===== src/rtl/mux_latch_exchanger_pkg.sv =====
package mux_latch_exchanger_pkg;
  localparam int unsigned NUM_BANKS = 2;
  localparam int unsigned BANK_B1 = 0;
  localparam int unsigned BANK_B2 = 1;
endpackage


===== src/rtl/bx_pad.sv =====
module bx_pad #(
  parameter int unsigned W = 12
) (
  input  logic         clk,
  input  logic         rst,
  input  logic         ext_drv,
  input  logic [W-1:0] ext_val,
  input  logic [W-1:0] core_val,
  input  logic         drv_en_n,
  output logic [W-1:0] level,
  output logic [W-1:0] pin_val,
  output logic         pin_oe
);
  logic [W-1:0] keep_q;

  assign pin_oe  = ~drv_en_n;
  assign pin_val = core_val;

  // Resolution order: the outside world first, then the block's own driver, then the keeper.
  always_comb begin
    if (ext_drv)     level = ext_val;
    else if (pin_oe) level = core_val;
    else             level = keep_q;
  end

  always_ff @(posedge clk) begin
    if (rst) keep_q <= '0;
    else     keep_q <= level;
  end
endmodule


===== src/rtl/bx_latch.sv =====
module bx_latch #(
  parameter int unsigned W = 12
) (
  input  logic         clk,
  input  logic         le,
  input  logic [W-1:0] d,
  output logic [W-1:0] q
);
  // Level-sensitive storage built from a clocked register. It has no reset.
  always_ff @(posedge clk) begin
    if (le) q <= d;
  end
endmodule


===== src/rtl/mux_latch_exchanger.sv =====
module mux_latch_exchanger
  import mux_latch_exchanger_pkg::*;
#(
  parameter int unsigned DATA_W = 12
) (
  input  logic              clk,
  input  logic              rst,
  input  logic              sel,
  input  logic              le_a_to_b1,
  input  logic              le_a_to_b2,
  input  logic              le_b1_to_a,
  input  logic              le_b2_to_a,
  input  logic              a_oe_n,
  input  logic              b1_oe_n,
  input  logic              b2_oe_n,
  input  logic              a_drv_ext,
  input  logic [DATA_W-1:0] a_in,
  output logic [DATA_W-1:0] a_out,
  output logic              a_oe,
  input  logic              b1_drv_ext,
  input  logic [DATA_W-1:0] b1_in,
  output logic [DATA_W-1:0] b1_out,
  output logic              b1_oe,
  input  logic              b2_drv_ext,
  input  logic [DATA_W-1:0] b2_in,
  output logic [DATA_W-1:0] b2_out,
  output logic              b2_oe
);
  localparam int unsigned NB = NUM_BANKS;

  logic [DATA_W-1:0] a_level;
  logic [DATA_W-1:0] a_core;
  logic [DATA_W-1:0] b_level [NB];
  logic [DATA_W-1:0] b_fwd_q [NB];
  logic [DATA_W-1:0] b_ret_q [NB];
  logic [DATA_W-1:0] b_ext   [NB];
  logic [DATA_W-1:0] b_pin   [NB];
  logic              b_pin_oe  [NB];
  logic              b_ext_drv [NB];
  logic              b_en_n    [NB];
  logic              le_fwd    [NB];
  logic              le_ret    [NB];

  assign b_ext[BANK_B1]     = b1_in;
  assign b_ext[BANK_B2]     = b2_in;
  assign b_ext_drv[BANK_B1] = b1_drv_ext;
  assign b_ext_drv[BANK_B2] = b2_drv_ext;
  assign b_en_n[BANK_B1]    = b1_oe_n;
  assign b_en_n[BANK_B2]    = b2_oe_n;
  assign le_fwd[BANK_B1]    = le_a_to_b1;
  assign le_fwd[BANK_B2]    = le_a_to_b2;
  assign le_ret[BANK_B1]    = le_b1_to_a;
  assign le_ret[BANK_B2]    = le_b2_to_a;

  // The return path to A: B1 element when sel is high, B2 element when sel is low.
  assign a_core = sel ? b_ret_q[BANK_B1] : b_ret_q[BANK_B2];

  bx_pad #(.W(DATA_W)) u_pad_a (
    .clk(clk), .rst(rst), .ext_drv(a_drv_ext), .ext_val(a_in),
    .core_val(a_core), .drv_en_n(a_oe_n),
    .level(a_level), .pin_val(a_out), .pin_oe(a_oe)
  );

  for (genvar g = 0; g < NB; g++) begin : g_bank
    bx_latch #(.W(DATA_W)) u_fwd (
      .clk(clk), .le(le_fwd[g]), .d(a_level), .q(b_fwd_q[g])
    );
    bx_latch #(.W(DATA_W)) u_ret (
      .clk(clk), .le(le_ret[g]), .d(b_level[g]), .q(b_ret_q[g])
    );
    bx_pad #(.W(DATA_W)) u_pad (
      .clk(clk), .rst(rst), .ext_drv(b_ext_drv[g]), .ext_val(b_ext[g]),
      .core_val(b_fwd_q[g]), .drv_en_n(b_en_n[g]),
      .level(b_level[g]), .pin_val(b_pin[g]), .pin_oe(b_pin_oe[g])
    );
  end

  assign b1_out = b_pin[BANK_B1];
  assign b2_out = b_pin[BANK_B2];
  assign b1_oe  = b_pin_oe[BANK_B1];
  assign b2_oe  = b_pin_oe[BANK_B2];
endmodule


===== config.mk =====
export PLATFORM = sky130hd
export DESIGN_NAME = mux_latch_exchanger
export DESIGN_NICKNAME = d
export VERILOG_FILES = /design/src/rtl/mux_latch_exchanger_pkg.sv /design/src/rtl/bx_pad.sv /design/src/rtl/bx_latch.sv /design/src/rtl/mux_latch_exchanger.sv
export SDC_FILE = /design/constraint.sdc
export NUM_CORES = 1
export LEC_CHECK = 0
export ABC_AREA = 1
export BUFFER_PORTS_ARGS = -buffer_cell sky130_fd_sc_hd__buf_2
export CAP_MARGIN = 10
export CORE_UTILIZATION = 40
export CTS_BUF_LIST = sky130_fd_sc_hd__clkbuf_8
export CTS_CLUSTER_SIZE = 24
export DETAILED_ROUTE_END_ITERATION = 12
export HOLD_SLACK_MARGIN = 0.08
export PLACE_DENSITY = 0.65
export SETUP_SLACK_MARGIN = 0.3
export SLEW_MARGIN = 20
export SYNTH_ARGS = -nofsm -noshare
export SYNTH_HDL_FRONTEND = slang
export SYNTH_SLANG_ARGS = --single-unit

===== constraint.sdc =====
create_clock -name clk -period 0.87 [get_ports clk]
set_input_delay 0.087 -clock clk [delete_from_list [all_inputs] [get_ports clk]]
set_output_delay 0.087 -clock clk [all_outputs]
set_load 0.03 [all_outputs]

==> results.md, run 1 <==
* # setup viols final at 110
* Main flop type after synthesis: edfxtp_1
* Startpoint Class: flop
* Diodes inserted at 0
* Top-count cell post-synth: nand2_1
* Ys async rst share at 0
* Cell taking the most area after synthesis: edfxtp_1
* 1st-pass router iterations at 4
* Synthesized flop and latch total at 84
* Largest net degree at the start of global routing at 37
* Tightest Pin Transition at 376 ps
* Vias/cell at 4.91
* Share of layout cells above drive strength 1 at 0.611
* Placeable Area at 8300 sq um
* Detail Route Antenna Nets at 0
* Synth cell types at 16
* Max Buffers Root-to-Sink at 2
* Power Total at 0.0107 W
* Synth warn at 0
* Seq/Total Area, Yosys at 0.626
* DRT Wirelength at 10.5 mm
* Crit path required time at 780 ps
* 1st-iter DRT viols at 107
* Vias in the first global route at 3260
* Power per standard cell area at 1780 nW/um^2
* Crit path time final at 1270 ps
* Synth top cells by count: nand2_1, edfxtp_1, inv_1
* Worst-Skew Late Latency at 350 ps
* Max-cap viol count at 0
* Final Cycle Share at 1.46
* Initial core utilization at 0.416
* DR WL/cell at 15.7 um
* Post-Syn Area per Cell at 9.28 sq um
* P_leak at 2.78 nW
* NumNets Final at 607
* CTS tree: built
* Clk_skew at 8.95 ps
* Num ports at 88
* PortBufs at 87
* Ranking of synthesized cells by area: edfxtp_1, dfxtp_1, nand2_1
* Top-area cell type share of the netlist area at 0.417
* Die area at 9010 sq um
* DP HPWL at 6.11 mm
* Peak Freq at 0.785 GHz
* Post-synth EDFFs at 48
* Sequence of cells on the critical path: nand2_2 -> buf_6 -> nand2_4 -> buf_6
* Total track usage at 0.225
* Peak supply drop at 1.17 mV
* Syn Inst Count at 372
* Synthesized area at 3450 sq um
* Kind of end point of the critical path: output port
* Arr. time, crit path at 1190 ps
* Gpl congestion at 0.775
* Crit Path Max Fanout at 2
* Die X at 94.9 um
* Pre-CTS setup slack at -214 ps
* CTS buffer count at 9
* Die height at 94.9 um
* DR vias at 3278
* Failing checks: hold timing, setup timing
* Clock-pin slew on the worst setup and hold paths at 90 ps
* Max stage delay on crit path at 430 ps
* Final worst slack at -404 ps
* Area delta synth->final at 75.0%
* Row count at 33
* H-tree depth reported by CTS at 3
* Sink Count at 84
* Max-slew headroom at 0.749
* Min-Delay Path Class: in2reg
* Status: finished with violations
* Fin. Hold Viols at 11
* Grt total ovfl at 0
* Root buffer cell: clkbuf_8
* RSZ-0062 raised after global routing: true
* Post-Syn Nets at 421
* Final Slew Violations at 0
* # DRC at 0
* Crit path top cell by count: buf_6
* WS Path Type: reg2out
* Fin Hold WS at -30.8 ps
* Initial antenna violation count at 0
* First-pass GRT wire length at 14.9 mm
* Worst path slowest cell: edfxtp_1
routing by layer:
layer  vias up  track usage  share of wire
li1       1576            -              -
met1      1572        0.258           0.39
met2       102        0.401           0.53
met3        28       0.0386          0.041
met4         0        0.116          0.034
met5         -            0              0
power by group:
group	total (W)	internal, W	switching (W)
registers	0.00468	0.00454	0.000137
clock network	0.00353	0.00217	0.00136
logic	0.00253	0.00122	0.00131
what timing repair did:
item                                   in CTS  in global routing
pin swaps                                  27                 35
gates resized for setup                   163                 80
setup endpoints to repair                 123                121
endpoints found under the hold margin      49                 44
setup buffers                              15                 13
cloned                                      2                  0
worst paths after layout:
path | from | end | slack, ps | depth (start not counted)
hold reg to reg | g_bank[0].u_pad.keep_q[2]$_SDFF_PP0_ | g_bank[0].u_pad.keep_q[2]$_SDFF_PP0_ | 580 | 4
hold / removal | b2_in[9] | g_bank[1].u_pad.keep_q[9]$_SDFF_PP0_ | -30 | 3
setup / recovery | g_bank[1].u_ret.q[1]$_DFFE_PP_ | a_out[1] | -400 | 4
setup reg to reg | g_bank[1].u_ret.q[1]$_DFFE_PP_ | g_bank[0].u_fwd.q[1]$_DFFE_PP_ | -290 | 6
state kept, by name (all words and copies together), names as in the netlist:
signal / cells
g_bank.u_fwd.q: 24
g_bank.u_pad.keep_q: 24
g_bank.u_ret.q: 24
u_pad_a.keep_q: 12
layout make-up:
cell class                 instances  area (sq um)
inverter                          42           178
sequential                        84          2160
timing repair inverter             2          7.51
multi-input combinational        228          1530
fill                             589          2260
clock buffer                       9           124
timing repair buffer             191          1780
tap                              105           131
clock inverter                     7           131
per-stage QoR:
stage / cells / setup TNS (ps) / util / cell area, sq um
finish: 668 / -20100 / 0.728 / 6040
global route: 668 / -24880 / 0.728 / 6040
CTS: 655 / -17470 / 0.677 / 5620
detailed placement: 622 / -9000 / 0.566 / 4690
global placement: 622 / -7620 / 0.566 / 4690
floorplan: 372 / -6890 / - / 3600
worst max-delay path: cells and delay by family, from the launching register on:
family | cells | cell delay (ps)
buffers and inverters | 2 | 250
flip-flops | 1 | 430
AND/OR/NAND/NOR | 2 | 160
cell usage in the layout, fill, tap and decap left out:
cell type,synthesis,final
bufinv_16,0,4
a21oi_2,10,12
o21ai_1,22,3
a21oi_1,14,12
nand2_1,118,56
buf_12,0,8
inv_1,38,40
o21ai_2,0,21
inv_8,0,2
clkinv_1,0,1
buf_2,8,45
edfxtp_1,48,48
nor2_2,0,7
nand3_2,0,27
inv_6,0,1
nand2_2,2,45
nand2_4,0,19
inv_2,4,3
clkbuf_8,0,9
buf_4,4,43
dfxtp_1,36,36
buf_6,5,95
nand3_4,0,3
nand3_1,36,6
nor2_1,24,17
cell families after synthesis:
family | count (synthesis) | share of synthesized area
AND/OR/NAND/NOR | 180 | 0.210
AO/OA/AOI/OAI | 48 | 0.0804
buffers and inverters | 60 | 0.0833
flip-flops | 84 | 0.626
(Power assumes the default switching activity.)
==> run 2, diff against run 1 <==
--- a/config.mk
+++ b/config.mk
@@ -9,7 +9,7 @@
 export BUFFER_PORTS_ARGS = -buffer_cell sky130_fd_sc_hd__buf_2
 export CAP_MARGIN = 10
 export CORE_UTILIZATION = 40
-export CTS_BUF_LIST = sky130_fd_sc_hd__clkbuf_8
+export CTS_BUF_LIST = sky130_fd_sc_hd__clkbuf_2 sky130_fd_sc_hd__clkbuf_4 sky130_fd_sc_hd__clkbuf_8
 export CTS_CLUSTER_SIZE = 24
 export DETAILED_ROUTE_END_ITERATION = 12
 export HOLD_SLACK_MARGIN = 0.08
==> run 2 against run 1 <==
  * The flow still finishes with violations (hold timing, setup timing)
  * Clock power up 2%
  * Clock-buffer cell count grew 2
  * Register-to-register slack about the same
  * First-iteration DRC count shrank 2.8%
  * Final cell count did not move
  * Worst hold slack about the same
  * Combinational power is essentially flat
  * Utilization rose by 0.20 points
==> results.md, run 2 (synthesis gave the netlist of run 1 again) <==
* Row count at 33 (unchanged)
* Buf+Inv Stages, Crit Path at 2 (unchanged)
* Initial antenna violation count at 0 (unchanged)
* Arr. time, crit path at 1190 ps (about the same)
* Crit path time final at 1280 ps (+7.09 ps)
* First-pass GRT wire length at 14.9 mm (+0.28%)
* Max-slew headroom at 0.753 (+0.00436)
* Worst path slowest cell: edfxtp_1
* Placeable Area at 8300 sq um (unchanged)
* Worst-Skew Late Latency at 350 ps (about the same)
* Post-route cell area at 6060 sq um (+0.27%)
* Peak supply drop at 1.49 mV (+27%)
* Crit path required time at 780 ps (about the same)
* # setup viols final at 110 (unchanged)
* Biggest regs: g_bank.u_fwd.q x24, g_bank.u_pad.keep_q x24, g_bank.u_ret.q x24
* Critical path's top delay family: flip-flops
* Fin. Hold Viols at 10 (-1)
* Gpl congestion at 0.775 (unchanged)
* Die area at 9010 sq um (unchanged)
* Initial core utilization at 0.416 (unchanged)
* Vias in the first global route at 3275 (+0.46%)
* 1st-iter DRT viols at 104 (-2.8%)
* Sequence of cells on the critical path: nand2_2 -> buf_6 -> nand2_4 -> buf_6
* Status: finished with violations
* Max Buffers Root-to-Sink at 2 (unchanged)
* PortBufs at 87 (unchanged)
* Clk_skew at 7.13 ps (-1.82 ps)
* DR vias at 3283 (+0.15%)
* WS Path Type: reg2out
* Total track usage at 0.226 (+0.000610)
* Commonest non-fill, non-tap cell in the layout: buf_6
* Final worst slack at -411 ps (-7.09 ps)
* 1st-pass router iterations at 6 (+2)
* Power per standard cell area at 1790 nW/um^2 (+0.46%)
* Diodes inserted at 0 (unchanged)
* Fin Hold WS at -30.5 ps (+0.210 ps)
* Post-route insts no fill at 668 (unchanged)
* Vias/cell at 4.91 (+0.15%)
* Final Cycle Share at 1.47 (+0.00815)
* Min-Delay Path Class: in2reg
* NumNets Final at 607 (unchanged)
* Die height at 94.9 um (unchanged)
* DRT Wirelength at 10.6 mm (+0.51%)
* Crit path top cell by count: buf_6
* Num ports at 88 (unchanged)
* Die X at 94.9 um (unchanged)
* Detail Route Antenna Nets at 0 (unchanged)
* Sink Count at 84 (unchanged)
* CTS buffer count at 9 (unchanged)
* Peak Freq at 0.781 GHz (-0.55%)
* Clock-pin slew on the worst setup and hold paths at 80 ps (about the same)
* Dpl cells at 622 (unchanged)
* DP HPWL at 6.11 mm (unchanged)
* Commonest non-fill, non-tap cells in the layout: buf_6, nand2_1, edfxtp_1, nand2_2, buf_2
* CTS tree: built
* RSZ-0062 raised after global routing: true
* Placed Area at 4690 sq um (unchanged)
* Largest net degree at the start of global routing at 37 (unchanged)
* Area delta synth->final at 75.4%
* # DRC at 0 (unchanged)
* Max stage delay on crit path at 430 ps (about the same)
* Startpoint Class: flop
* Root buffer cell: clkbuf_8
* Tightest Pin Transition at 370 ps (-6.52 ps)
* Kind of end point of the critical path: output port
* Filler Cells Inserted at 582 (-1.2%)
* Grt total ovfl at 0 (unchanged)
* Share of layout cells above drive strength 1 at 0.616 (+0.00533)
* DR WL/cell at 15.8 um (+0.51%)
* Max-cap viol count at 0 (unchanged)
* H-tree depth reported by CTS at 3 (unchanged)
* Final Slew Violations at 0 (unchanged)
* P_leak at 2.78 nW (about the same)
* Crit Path Max Fanout at 2 (unchanged)
* Failing checks: hold timing, setup timing
[run 2: cell types whose count changed in the layout (fill, tap and decap cells not counted), sizes merged]
cell,delta
clkbuf,+2
inv,-2
[run 2: path summary, 6_finish.rpt]
kind                                        start                                   end  slack [ps]  cells after the start
max                g_bank[1].u_ret.q[1]$_DFFE_PP_                              a_out[1]        -410                      4
min                                      b2_in[9]  g_bank[1].u_pad.keep_q[9]$_SDFF_PP0_         -30                      3
max reg2reg        g_bank[1].u_ret.q[1]$_DFFE_PP_        g_bank[0].u_fwd.q[1]$_DFFE_PP_        -300                      6
min reg2reg  g_bank[0].u_pad.keep_q[2]$_SDFF_PP0_  g_bank[0].u_pad.keep_q[2]$_SDFF_PP0_         580                      4
[run 2: final cells by class]
cell class | count | area, sq um | share of cell area
repair buffers | 191 | 1780 | 0.294
well taps | 105 | 131 | 0.0217
inverters | 42 | 178 | 0.0293
repair inverters | 2 | 7.51 | 0.00124
flip-flops and latches | 84 | 2160 | 0.357
clock buffers | 11 | 139 | 0.0229
multi-input cells | 228 | 1540 | 0.253
clock inverters | 5 | 124 | 0.0204
[run 2: through the flow]
step | power [W] | utilization | setup slack [ps] | hold WS (ps) | TNS (ps)
2_1_floorplan | 0.00569 | - | -188 | 199 | -6890
3_3_place_gp | 0.00648 | 0.566 | -164 | 332 | -7620
3_5_place_dp | 0.00652 | 0.566 | -214 | 337 | -9000
4_1_cts | 0.0105 | 0.678 | -377 | -35.6 | -17460
5_1_grt | 0.0112 | 0.730 | -433 | -20.0 | -24900
6_report | 0.0108 | 0.730 | -411 | -30.5 | -20250
[run 2: worst reg2reg max path, stage by stage (launching register included)]
cell	delay (ps)
edfxtp_1	430
nand2_2	130
buf_6	110
buf_6	80
nand3_4	60
nand2_4	80
nand2_4	50
[run 2: report_power, final]
group / switching (W) / total, W / internal (W) / leakage, nW
combinational: 0.00131 / 0.00254 / 0.00123 / 1.88
clock: 0.00135 / 0.00360 / 0.00225 / 0.132
sequential: 0.000138 / 0.00468 / 0.00454 / 0.774
[run 2: metal layers]
layer	track usage	vias to the layer above	part of all wire
met5	0	-	0
met3	0.0386	26	0.043
li1	-	1581	-
met1	0.257	1567	0.39
met4	0.116	0	0.034
met2	0.403	109	0.54
[run 2: what timing repair did]
item	in CTS	in global routing
cloned	2	0
gates resized for setup	163	82
endpoints found under the setup margin	123	121
buffers inserted	15	13
endpoints found under the hold margin	49	44
pin swaps	27	35
